$ cat src/rtl/hpt_pkg.sv
`timescale 1ns/1ps
package hpt_pkg;
  localparam int HASH_W     = 39;  // hash width kept after folding
  localparam int UNIT_SH    = 12;  // VPN unit is 4 KB
  localparam int SEG_SH_S   = 28;  // 256 MB segment
  localparam int SEG_SH_L   = 40;  // 1 TB segment
  localparam int IDX_S      = SEG_SH_S - UNIT_SH;  // 16 page-index bits
  localparam int IDX_L      = SEG_SH_L - UNIT_SH;  // 28 page-index bits
  localparam int FOLD_SH    = 25;  // self-fold shift of the large form
  localparam int GRP_LOG2   = 7;   // 8 entries x 16 bytes

  typedef enum logic [1:0] {
    SEG_SMALL = 2'd0,
    SEG_LARGE = 2'd1,
    SEG_RSV_A = 2'd2,
    SEG_RSV_B = 2'd3
  } seg_code_e;
endpackage

$ cat src/rtl/hpt_stage.sv
`timescale 1ns/1ps
module hpt_stage #(
  parameter int W = 8
) (
  input  logic         clk,
  input  logic         rst_n,
  input  logic         up_valid,
  output logic         up_ready,
  input  logic [W-1:0] up_data,
  output logic         dn_valid,
  input  logic         dn_ready,
  output logic [W-1:0] dn_data
);
  assign up_ready = !dn_valid || dn_ready;

  always_ff @(posedge clk) begin
    if (!rst_n) begin
      dn_valid <= 1'b0;
      dn_data  <= '0;
    end else if (up_ready) begin
      dn_valid <= up_valid;
      if (up_valid) dn_data <= up_data;
    end
  end
endmodule

$ cat src/rtl/hpt_vpn_form.sv
`timescale 1ns/1ps
module hpt_vpn_form
  import hpt_pkg::*;
#(
  parameter int VSID_W = 50,
  parameter int EA_W   = 64,
  parameter int VPN_W  = 66
) (
  input  logic [VSID_W-1:0] vsid,
  input  logic [EA_W-1:0]   ea,
  input  logic              is_large,
  output logic [VPN_W-1:0]  vpn
);
  localparam int WIDE = VSID_W + IDX_L;

  logic [IDX_L-1:0] pidx;
  logic [WIDE-1:0]  v_small, v_large;

  assign pidx    = ea[UNIT_SH +: IDX_L];
  assign v_small = (WIDE'(vsid) << IDX_S) | WIDE'(pidx[IDX_S-1:0]);
  assign v_large = (WIDE'(vsid) << IDX_L) | WIDE'(pidx);
  assign vpn     = is_large ? VPN_W'(v_large) : VPN_W'(v_small);
endmodule

$ cat src/rtl/hpt_hash_fold.sv
`timescale 1ns/1ps
module hpt_hash_fold
  import hpt_pkg::*;
#(
  parameter int VPN_W = 66,
  parameter int PS_W  = 6
) (
  input  logic [VPN_W-1:0]  vpn,
  input  logic              is_large,
  input  logic [PS_W-1:0]   page_shift,
  output logic [HASH_W-1:0] hash
);
  logic [PS_W-1:0]   off;
  logic [HASH_W-1:0] hi_s, lo_s, hi_l, lo_l, h_s, h_l;

  assign off  = (page_shift <= PS_W'(UNIT_SH)) ? '0 : page_shift - PS_W'(UNIT_SH);

  assign hi_s = HASH_W'(vpn >> IDX_S);
  assign lo_s = HASH_W'(vpn[IDX_S-1:0]) >> off;
  assign h_s  = hi_s ^ lo_s;

  assign hi_l = HASH_W'(vpn >> IDX_L);
  assign lo_l = HASH_W'(vpn[IDX_L-1:0]) >> off;
  assign h_l  = hi_l ^ (hi_l << FOLD_SH) ^ lo_l;

  assign hash = is_large ? h_l : h_s;
endmodule

$ cat src/rtl/hpt_pteg_calc.sv
`timescale 1ns/1ps
module hpt_pteg_calc
  import hpt_pkg::*;
#(
  parameter int ADDR_W = 64
) (
  input  logic [HASH_W-1:0] raw_hash,
  input  logic [HASH_W-1:0] mask,
  input  logic [ADDR_W-1:0] base,
  output logic [HASH_W-1:0] hash_pri,
  output logic [HASH_W-1:0] hash_sec,
  output logic [ADDR_W-1:0] pteg_pri,
  output logic [ADDR_W-1:0] pteg_sec
);
  logic [1:0][HASH_W-1:0] sel_h;
  logic [1:0][ADDR_W-1:0] sel_a;

  for (genvar g = 0; g < 2; g++) begin : g_way
    logic [HASH_W-1:0] src;
    assign src      = (g == 0) ? raw_hash : ~raw_hash;
    assign sel_h[g] = src & mask;
    assign sel_a[g] = base + (ADDR_W'(sel_h[g]) << GRP_LOG2);
  end

  assign hash_pri = sel_h[0];
  assign hash_sec = sel_h[1];
  assign pteg_pri = sel_a[0];
  assign pteg_sec = sel_a[1];
endmodule

$ cat src/rtl/hpt_index_gen.sv
`timescale 1ns/1ps
module hpt_index_gen
  import hpt_pkg::*;
#(
  parameter int VSID_W = 50,
  parameter int EA_W   = 64,
  parameter int VPN_W  = 66,
  parameter int ADDR_W = 64,
  parameter int PS_W   = 6
) (
  input  logic              clk,
  input  logic              rst_n,
  input  logic              in_valid,
  output logic              in_ready,
  input  logic [VSID_W-1:0] in_vsid,
  input  logic [EA_W-1:0]   in_ea,
  input  logic [1:0]        in_seg,
  input  logic [PS_W-1:0]   in_page_shift,
  input  logic [ADDR_W-1:0] cfg_base,
  input  logic [HASH_W-1:0] cfg_hash_mask,
  output logic              out_valid,
  input  logic              out_ready,
  output logic [VPN_W-1:0]  out_vpn,
  output logic [HASH_W-1:0] out_hash_pri,
  output logic [HASH_W-1:0] out_hash_sec,
  output logic [ADDR_W-1:0] out_pteg_pri,
  output logic [ADDR_W-1:0] out_pteg_sec,
  output logic              out_seg_err
);
  localparam int AW = 1 + VPN_W + HASH_W + ADDR_W + HASH_W;
  localparam int BW = 1 + VPN_W + 2 * HASH_W + 2 * ADDR_W;

  seg_code_e         seg_c;
  logic              is_large, seg_err;
  logic [VPN_W-1:0]  vpn_in;
  logic [HASH_W-1:0] hash_in;

  assign seg_c    = seg_code_e'(in_seg);
  assign is_large = (seg_c == SEG_LARGE);
  assign seg_err  = (seg_c == SEG_RSV_A) || (seg_c == SEG_RSV_B);

  hpt_vpn_form #(.VSID_W(VSID_W), .EA_W(EA_W), .VPN_W(VPN_W)) u_vpn (
    .vsid(in_vsid), .ea(in_ea), .is_large(is_large), .vpn(vpn_in)
  );

  hpt_hash_fold #(.VPN_W(VPN_W), .PS_W(PS_W)) u_hash (
    .vpn(vpn_in), .is_large(is_large), .page_shift(in_page_shift), .hash(hash_in)
  );

  // stage A: VPN, raw hash and the configuration captured with the request
  logic              a_valid, a_ready;
  logic [AW-1:0]     a_q;
  logic              a_err;
  logic [VPN_W-1:0]  a_vpn;
  logic [HASH_W-1:0] a_hash, a_mask;
  logic [ADDR_W-1:0] a_base;

  hpt_stage #(.W(AW)) u_stage_a (
    .clk(clk), .rst_n(rst_n),
    .up_valid(in_valid), .up_ready(in_ready),
    .up_data({seg_err, vpn_in, hash_in, cfg_base, cfg_hash_mask}),
    .dn_valid(a_valid), .dn_ready(a_ready), .dn_data(a_q)
  );

  assign {a_err, a_vpn, a_hash, a_base, a_mask} = a_q;

  logic [HASH_W-1:0] b_hp, b_hs;
  logic [ADDR_W-1:0] b_ap, b_as;

  hpt_pteg_calc #(.ADDR_W(ADDR_W)) u_pteg (
    .raw_hash(a_hash), .mask(a_mask), .base(a_base),
    .hash_pri(b_hp), .hash_sec(b_hs), .pteg_pri(b_ap), .pteg_sec(b_as)
  );

  // stage B: masked hashes and group addresses
  logic [BW-1:0] b_q;

  hpt_stage #(.W(BW)) u_stage_b (
    .clk(clk), .rst_n(rst_n),
    .up_valid(a_valid), .up_ready(a_ready),
    .up_data({a_err, a_vpn, b_hp, b_hs, b_ap, b_as}),
    .dn_valid(out_valid), .dn_ready(out_ready), .dn_data(b_q)
  );

  assign {out_seg_err, out_vpn, out_hash_pri, out_hash_sec, out_pteg_pri, out_pteg_sec} = b_q;
endmodule

$ cat config.mk
export PLATFORM = sky130hd
export DESIGN_NAME = hpt_index_gen
export DESIGN_NICKNAME = d
export VERILOG_FILES = /design/src/rtl/hpt_pkg.sv /design/src/rtl/hpt_stage.sv /design/src/rtl/hpt_vpn_form.sv /design/src/rtl/hpt_hash_fold.sv /design/src/rtl/hpt_pteg_calc.sv /design/src/rtl/hpt_index_gen.sv
export SDC_FILE = /design/constraint.sdc
export NUM_CORES = 1
export LEC_CHECK = 0
export ABC_CLOCK_PERIOD_IN_PS = 5700
export BUFFER_PORTS_ARGS = -buffer_cell sky130_fd_sc_hd__buf_2
export CAP_MARGIN = 20
export CORE_MARGIN = 2
export CORE_UTILIZATION = 51
export CTS_BUF_LIST = sky130_fd_sc_hd__clkbuf_4
export DETAILED_ROUTE_END_ITERATION = 10
export PLACE_DENSITY = 0.74
export SYNTH_ARGS = -nofsm -noshare
export SYNTH_HDL_FRONTEND = slang
export SYNTH_HIERARCHICAL = 1
export SYNTH_SLANG_ARGS = --single-unit
$ cat constraint.sdc
create_clock -name clk -period 5.7 [get_ports clk]
set_input_delay 1.425 -clock clk [delete_from_list [all_inputs] [get_ports clk]]
set_output_delay 1.425 -clock clk [all_outputs]
set_load 0.005 [all_outputs]
======== Word-level counts from Yosys, hierarchy flattened ========
Index checks and enable logic that the tools add are counted.
operators by class
  order comparisons ....................... 1
  equality and inequality tests ........... 3
  multiplexer cells ....................... 3
  reductions and logical operators ........ 7
  add/subtract/negate cells ............... 3
  bitwise logic cells ..................... 8
  shift-type cells ........................ 2
operators by type and width
  operator                                             number
  adder 64 x 46 -> 64 bit                              2
  AND 39 bit                                           2
  XOR 39 bit                                           2
  two-way mux 66 bit                                   1
  bitwise OR 66 x 16 -> 66 bit                         1
  bitwise OR 66 x 28 -> 66 bit                         1
  two-way mux 39 bit                                   1
  NOT 39 bit                                           1
  >> shifter 16 x 6 -> 39 bit                          1
  >> shifter 28 x 6 -> 39 bit                          1
  XOR 38 x 39 -> 39 bit                                1
  <= comparator 6 x 4 -> 1 bit, second input constant  1
  two-way mux 6 bit                                    1
  subtractor 6 x 4 -> 6 bit, second input constant     1
  == test 2 bit, second input constant                 2
  AND reduction 2 bit                                  2
  logical OR 1 bit                                     3
  == test 2 x 1 -> 1 bit, second input constant        1
  logical NOT 1 bit                                    2
word-level totals
  register bits ........................... 484
  word-level logic and storage cells ...... 31

======== Depth between registers and ports, before layout ========
  word-level depth ........................ 5
  mapped depth ............................ 14
  depth with buffers taken out ............ 13

======== Cells and area by module ========
Netlist, hierarchy kept.
modules (own cells, without submodules)
  module                  area an instance (um^2)  cells each  times used
  hpt_stage at u_stage_b  11,111.9                 1,189       1
  hpt_stage at u_stage_a  8,235.4                  912         1
  hpt_pteg_calc           5,591.6                  823         1
  hpt_hash_fold           3,410.8                  538         1
  hpt_vpn_form            982.2                    72          1
  hpt_index_gen           10.0                     2           1

======== Worst setup path after synthesis ========
OpenSTA, ideal clock, no wires.
  path kind ............................... input port to flip-flop
  start ................................... input port in_seg[0]
  end ..................................... register u_stage_a.dn_data[105]
  arrival ................................. 3.914 ns
  setup slack ............................. 1.714 ns
  stages .................................. 14
  path buffers ............................ 3
  cells stage by stage .................... nor2b_1 -> buf_6 -> buf_12 -> mux2_4 -> clkbuf_1 -> nor2_1 -> a31oi_1 -> o21ai_1 -> nor3_1 -> o31a_1 -> or4_1 -> o211ai_1 -> nand2_1 -> mux2i_1
between the ends
  cells in the longest elaborated chain, start to end .. 5
RTL lines
  what                         line                 source
  start, declared              hpt_index_gen.sv:17  input logic [1:0] in_seg,
  == test 2 x 1 -> 1 bit       hpt_index_gen.sv:39  assign is_large = (seg_c == SEG_LARGE);
  two-way mux 66 bit           hpt_vpn_form.sv:22   assign vpn = is_large ? VPN_W'(v_large) : VPN_W'(v_small);
  via vpn_in[22]               hpt_index_gen.sv:35  logic [VPN_W-1:0] vpn_in;
  >> shifter 28 x 6 -> 39 bit  hpt_hash_fold.sv:23  assign lo_l = HASH_W'(vpn[IDX_L-1:0]) >> off;
  XOR 39 bit                   hpt_hash_fold.sv:24  assign h_l = hi_l ^ (hi_l << FOLD_SH) ^ lo_l;
  two-way mux 39 bit           hpt_hash_fold.sv:26  assign hash = is_large ? h_l : h_s;
  via hash_in[2]               hpt_index_gen.sv:36  logic [HASH_W-1:0] hash_in;
  end signal, assigned         hpt_stage.sv:22      if (up_valid) dn_data <= up_data;
  end, declared                hpt_stage.sv:12      output logic [W-1:0] dn_data
The timed path passes the listed nets, and every way through them passes these cells.
A chain may end at the register's enable or synchronous reset.

======== Worst setup path after layout ========
  start ................................... input port in_page_shift[2]
  end ..................................... register u_stage_a.dn_data[104]
between the ends
  cells in the longest elaborated chain, start to end .. 5
RTL lines
  what                                                                               line                                      source
  start, declared                                                                    hpt_index_gen.sv:18                       input logic [PS_W-1:0] in_page_shift,
  subtractor 6 x 4 -> 6 bit / <= comparator 6 x 4 -> 1 bit (equally long branches)   hpt_hash_fold.sv:16                       assign off = (page_shift <= PS_W'(UNIT_SH)) ? '0 : page_shift - PS_W'(UNIT_SH);
  two-way mux 6 bit (*)                                                              hpt_hash_fold.sv:16
  >> shifter 28 x 6 -> 39 bit / >> shifter 16 x 6 -> 39 bit (equally long branches)  hpt_hash_fold.sv:23, hpt_hash_fold.sv:19
  XOR 39 bit, on equally long branches                                               hpt_hash_fold.sv:24, hpt_hash_fold.sv:20
  two-way mux 39 bit (*)                                                             hpt_hash_fold.sv:26
  via hash_in[1]                                                                     hpt_index_gen.sv:36
The timed path passes the listed nets; every way through them passes the cells marked *.

==> flow_summary.yaml <==
run_status:
  status: "completed"
synthesis:
  yosys_warnings: 6
  synth_nets: 3846
  synth_seq_cells: 484
  ys_types: 93
  synth_area_leader_cell: "dfxtp_1"
  async_flop_share_pct: 0
  synthTopCellsByArea: "dfxtp_1 33%, mux2i_1 17%, nand2_1 14%"
  synth_top_area_share_pct: 33.0
  avgSynthCellArea_um2: 8.30
  synth-edff-count: 0
  synthFlopType: "dfxtp_1"
  synth.cell_area_um2: 29300
  postSynthCellCount: 3536
  yosysSeqAreaShare_pct: 33.0
place:
  dpl_cell_area_um2: 31200
  gp_congestion: 0.976
  portBuffers: 467
  place_hpwl_um: 69300
hold_path:
  hold_path_depth: 2
  hp-class: "register to register"
final_layout:
  layout_common_cells: "1069 x nand2_1, 507 x mux2i_1, 484 x dfxtp_1"
  nFillCells: 5271
  fin_util_pct: 58.2
  drive_above_1_share_pct: 20.3
  multi_input_area_um2: 17700
  layout_commonest_cell: "nand2_1"
  fin_area_um2: 32900
  nets: 4206
  regArea_um2: 9690
  area_delta_synth_final_pct: 12.2
critical_path:
  cp_max_fo: 36
  critPathMaxStageDelay_ps: 660
  start_kind: "primary input"
  reg2regPathDepth: 13
  worstSetupPathType: "primary input to register"
  crit_required_ps: 6530
  crit_slowest_cell: "or3_4"
  path_delay_family: "compound AO/OA/AOI/OAI gates"
  worst_setup_path_end_kind: "register"
  cp_num_buf_inv: 1
  crit_chain: "buf_2 > ha_1 > or3_4 > a311oi_1 > a21boi_1 > a211oi_1 > nor3_1 > mux2_2 > a31oi_1 > nand2_1 > mux2i_1"
  cp.arrival_ps: 4880
  crit_cells: 11
grt:
  grt_pass1_wl_um: 138000
  grt_pass1_vias: 24200
  grtUsageTotal_pct: 29.7
  antenna_found_initial: 13
  grt_max_degree: 193
  grt_overflow: 0
cts:
  cts_root_buf: "clkbuf_4"
  cts_buffer_depth: 3
  cts.clk_slew.worst_paths_ps: 80
  cts.sinks: 484
  cts.htree.levels: 4
  postCtsResizedCells: 0
  cts_setup_buffers: 0
  holdBufCountCts: 0
  cts_tree: "done"
  numCtsBuffers: 136
  worstSkewPairLatency_ps: 950
timing:
  final-hold-violation-count: 0
  slew_headroom_pct: 33.8
  finalCriticalPeriod_ps: 4050
  setup_viol: 0
  fmax_mhz: 247
  tightest_slew_ps: 993
  post-route-period-util_pct: 71.1
  slew_viol_final: 0
  finClkSkew_ps: 55.5
  final.setup.tns_ps: 0
  rsz0062_at_grt: "no"
drt:
  wl_um: 92100
  avgViaCountPerCell: 5.46
  drtAntennaViolNets: 0
  drt_iter0_markers: 1946
  remaining_drc_errors: 0
  detail_route.wl_per_cell_um: 19.4
  num_vias: 26000
  firstDrtPassIters: 6
floorplan:
  die_w_um: 244
  std_cell_rows: 87
  design.die.area_um2: 59500
  die_h_um: 244
  design.portCount: 504
  core_um2: 56600
  start_util_pct: 51.8
power_and_ir_drop:
  peakVddDrop_v: 0.000187
  p_per_area_nw_per_um2: 256
  p_leak_nw: 14.9
run:
  maxCapViolations: 0
[area by class of cell]
class / instances / area share (%)
diodes: 7 / 0.0532
clock buffers: 202 / 4.60
clock inverters: 31 / 0.524
inverters: 34 / 0.388
multi-input cells: 2734 / 53.6
flip-flops and latches: 484 / 29.4
well taps: 756 / 2.87
repair buffers: 506 / 8.51
[where the power goes]
group | switching (mW) | total (mW) | internal [mW]
registers | 0.124 | 3.67 | 3.55
logic | 0.957 | 1.58 | 0.623
clock network | 1.51 | 3.17 | 1.66
[cells by family (layout without fill, tap and decap cells)]
family | Yosys count | count (layout) | synth area share [%]
flops | 484 | 484 | 33.0
simple gates | 1443 | 1443 | 20.6
mux | 567 | 567 | 20.3
compound gates | 493 | 493 | 11.2
other cells | 0 | 7 | 0
buf+inv | 318 | 773 | 6.84
xor+xnor | 150 | 150 | 4.48
fa+ha+maj | 81 | 81 | 3.51
[routing by layer]
| layer | track usage [%] | wire length [um] | vias to the layer above |
|---|---|---|---|
| li1 | - | - | 12800 |
| met1 | 37.4 | 39300 | 12100 |
| met2 | 48.6 | 43300 | 889 |
| met3 | 6.57 | 6080 | 169 |
| met4 | 13.1 | 3350 | 12 |
| met5 | 0 | 60 | - |
[worst reg2reg max path, stage by stage, from the launching register on]
cell and delay, ps:
dfxtp_1 350, and2_1 200, ha_1 240, fa_1 440, a211oi_1 380, nor4_1 100, nor2_1 310, nand2_1 150
a31oi_1 380, o21ai_0 380, a21boi_0 350, xnor2_1 210, nand2_1 100, mux2i_1 140
[stage by stage]
| stage | power (mW) | setup slack [ps] | hold WS (ps) | std cells |
|---|---|---|---|---|
| after floorplan | 4.86 | 1710 | 431 | 3536 |
| after global placement | 5.29 | 885 | 439 | 4514 |
| after detailed placement | 5.30 | 821 | 443 | 4514 |
| after CTS | 8.50 | 1830 | 417 | 4747 |
| after global routing | 8.85 | 1600 | 425 | 4754 |
| final | 8.43 | 1650 | 428 | 4754 |
[cell usage after synthesis, types with 15 or more instances]
library cell,n
mux2_4,50
nor2_1,118
and3_1,20
o211ai_1,31
clkbuf_1,139
xor2_1,39
buf_12,27
inv_1,34
ha_1,79
o21bai_1,15
buf_4,42
nand4_1,21
and2_1,52
nand2_1,1069
a21o_1,42
xnor2_1,111
dfxtp_1,484
nand3_1,32
mux2i_1,507
a31oi_1,28
a21oi_1,123
nor3_1,29
o21ai_0,90
nor2b_1,52
a211oi_1,24
buf_2,50
[registers in the layout, summed over array words and instances (netlist names)]
signal              flops
u_stage_b/dn_valid      1
u_stage_a/dn_data     209
u_stage_b/dn_data     273
u_stage_a/dn_valid      1
[path summary, 6_finish.rpt]
check                                      start                                  end  slack, ps
min reg2reg  u_stage_a/dn_data[155]$_SDFFE_PN0P_  u_stage_b/dn_data[219]$_SDFFE_PN0P_        430
max                             in_page_shift[2]  u_stage_a/dn_data[104]$_SDFFE_PN0P_       1650
max reg2reg  u_stage_a/dn_data[103]$_SDFFE_PN0P_   u_stage_b/dn_data[93]$_SDFFE_PN0P_       1920
min          u_stage_a/dn_data[155]$_SDFFE_PN0P_  u_stage_b/dn_data[219]$_SDFFE_PN0P_        430
No activity file was read; power rests on OpenSTA's default activity.
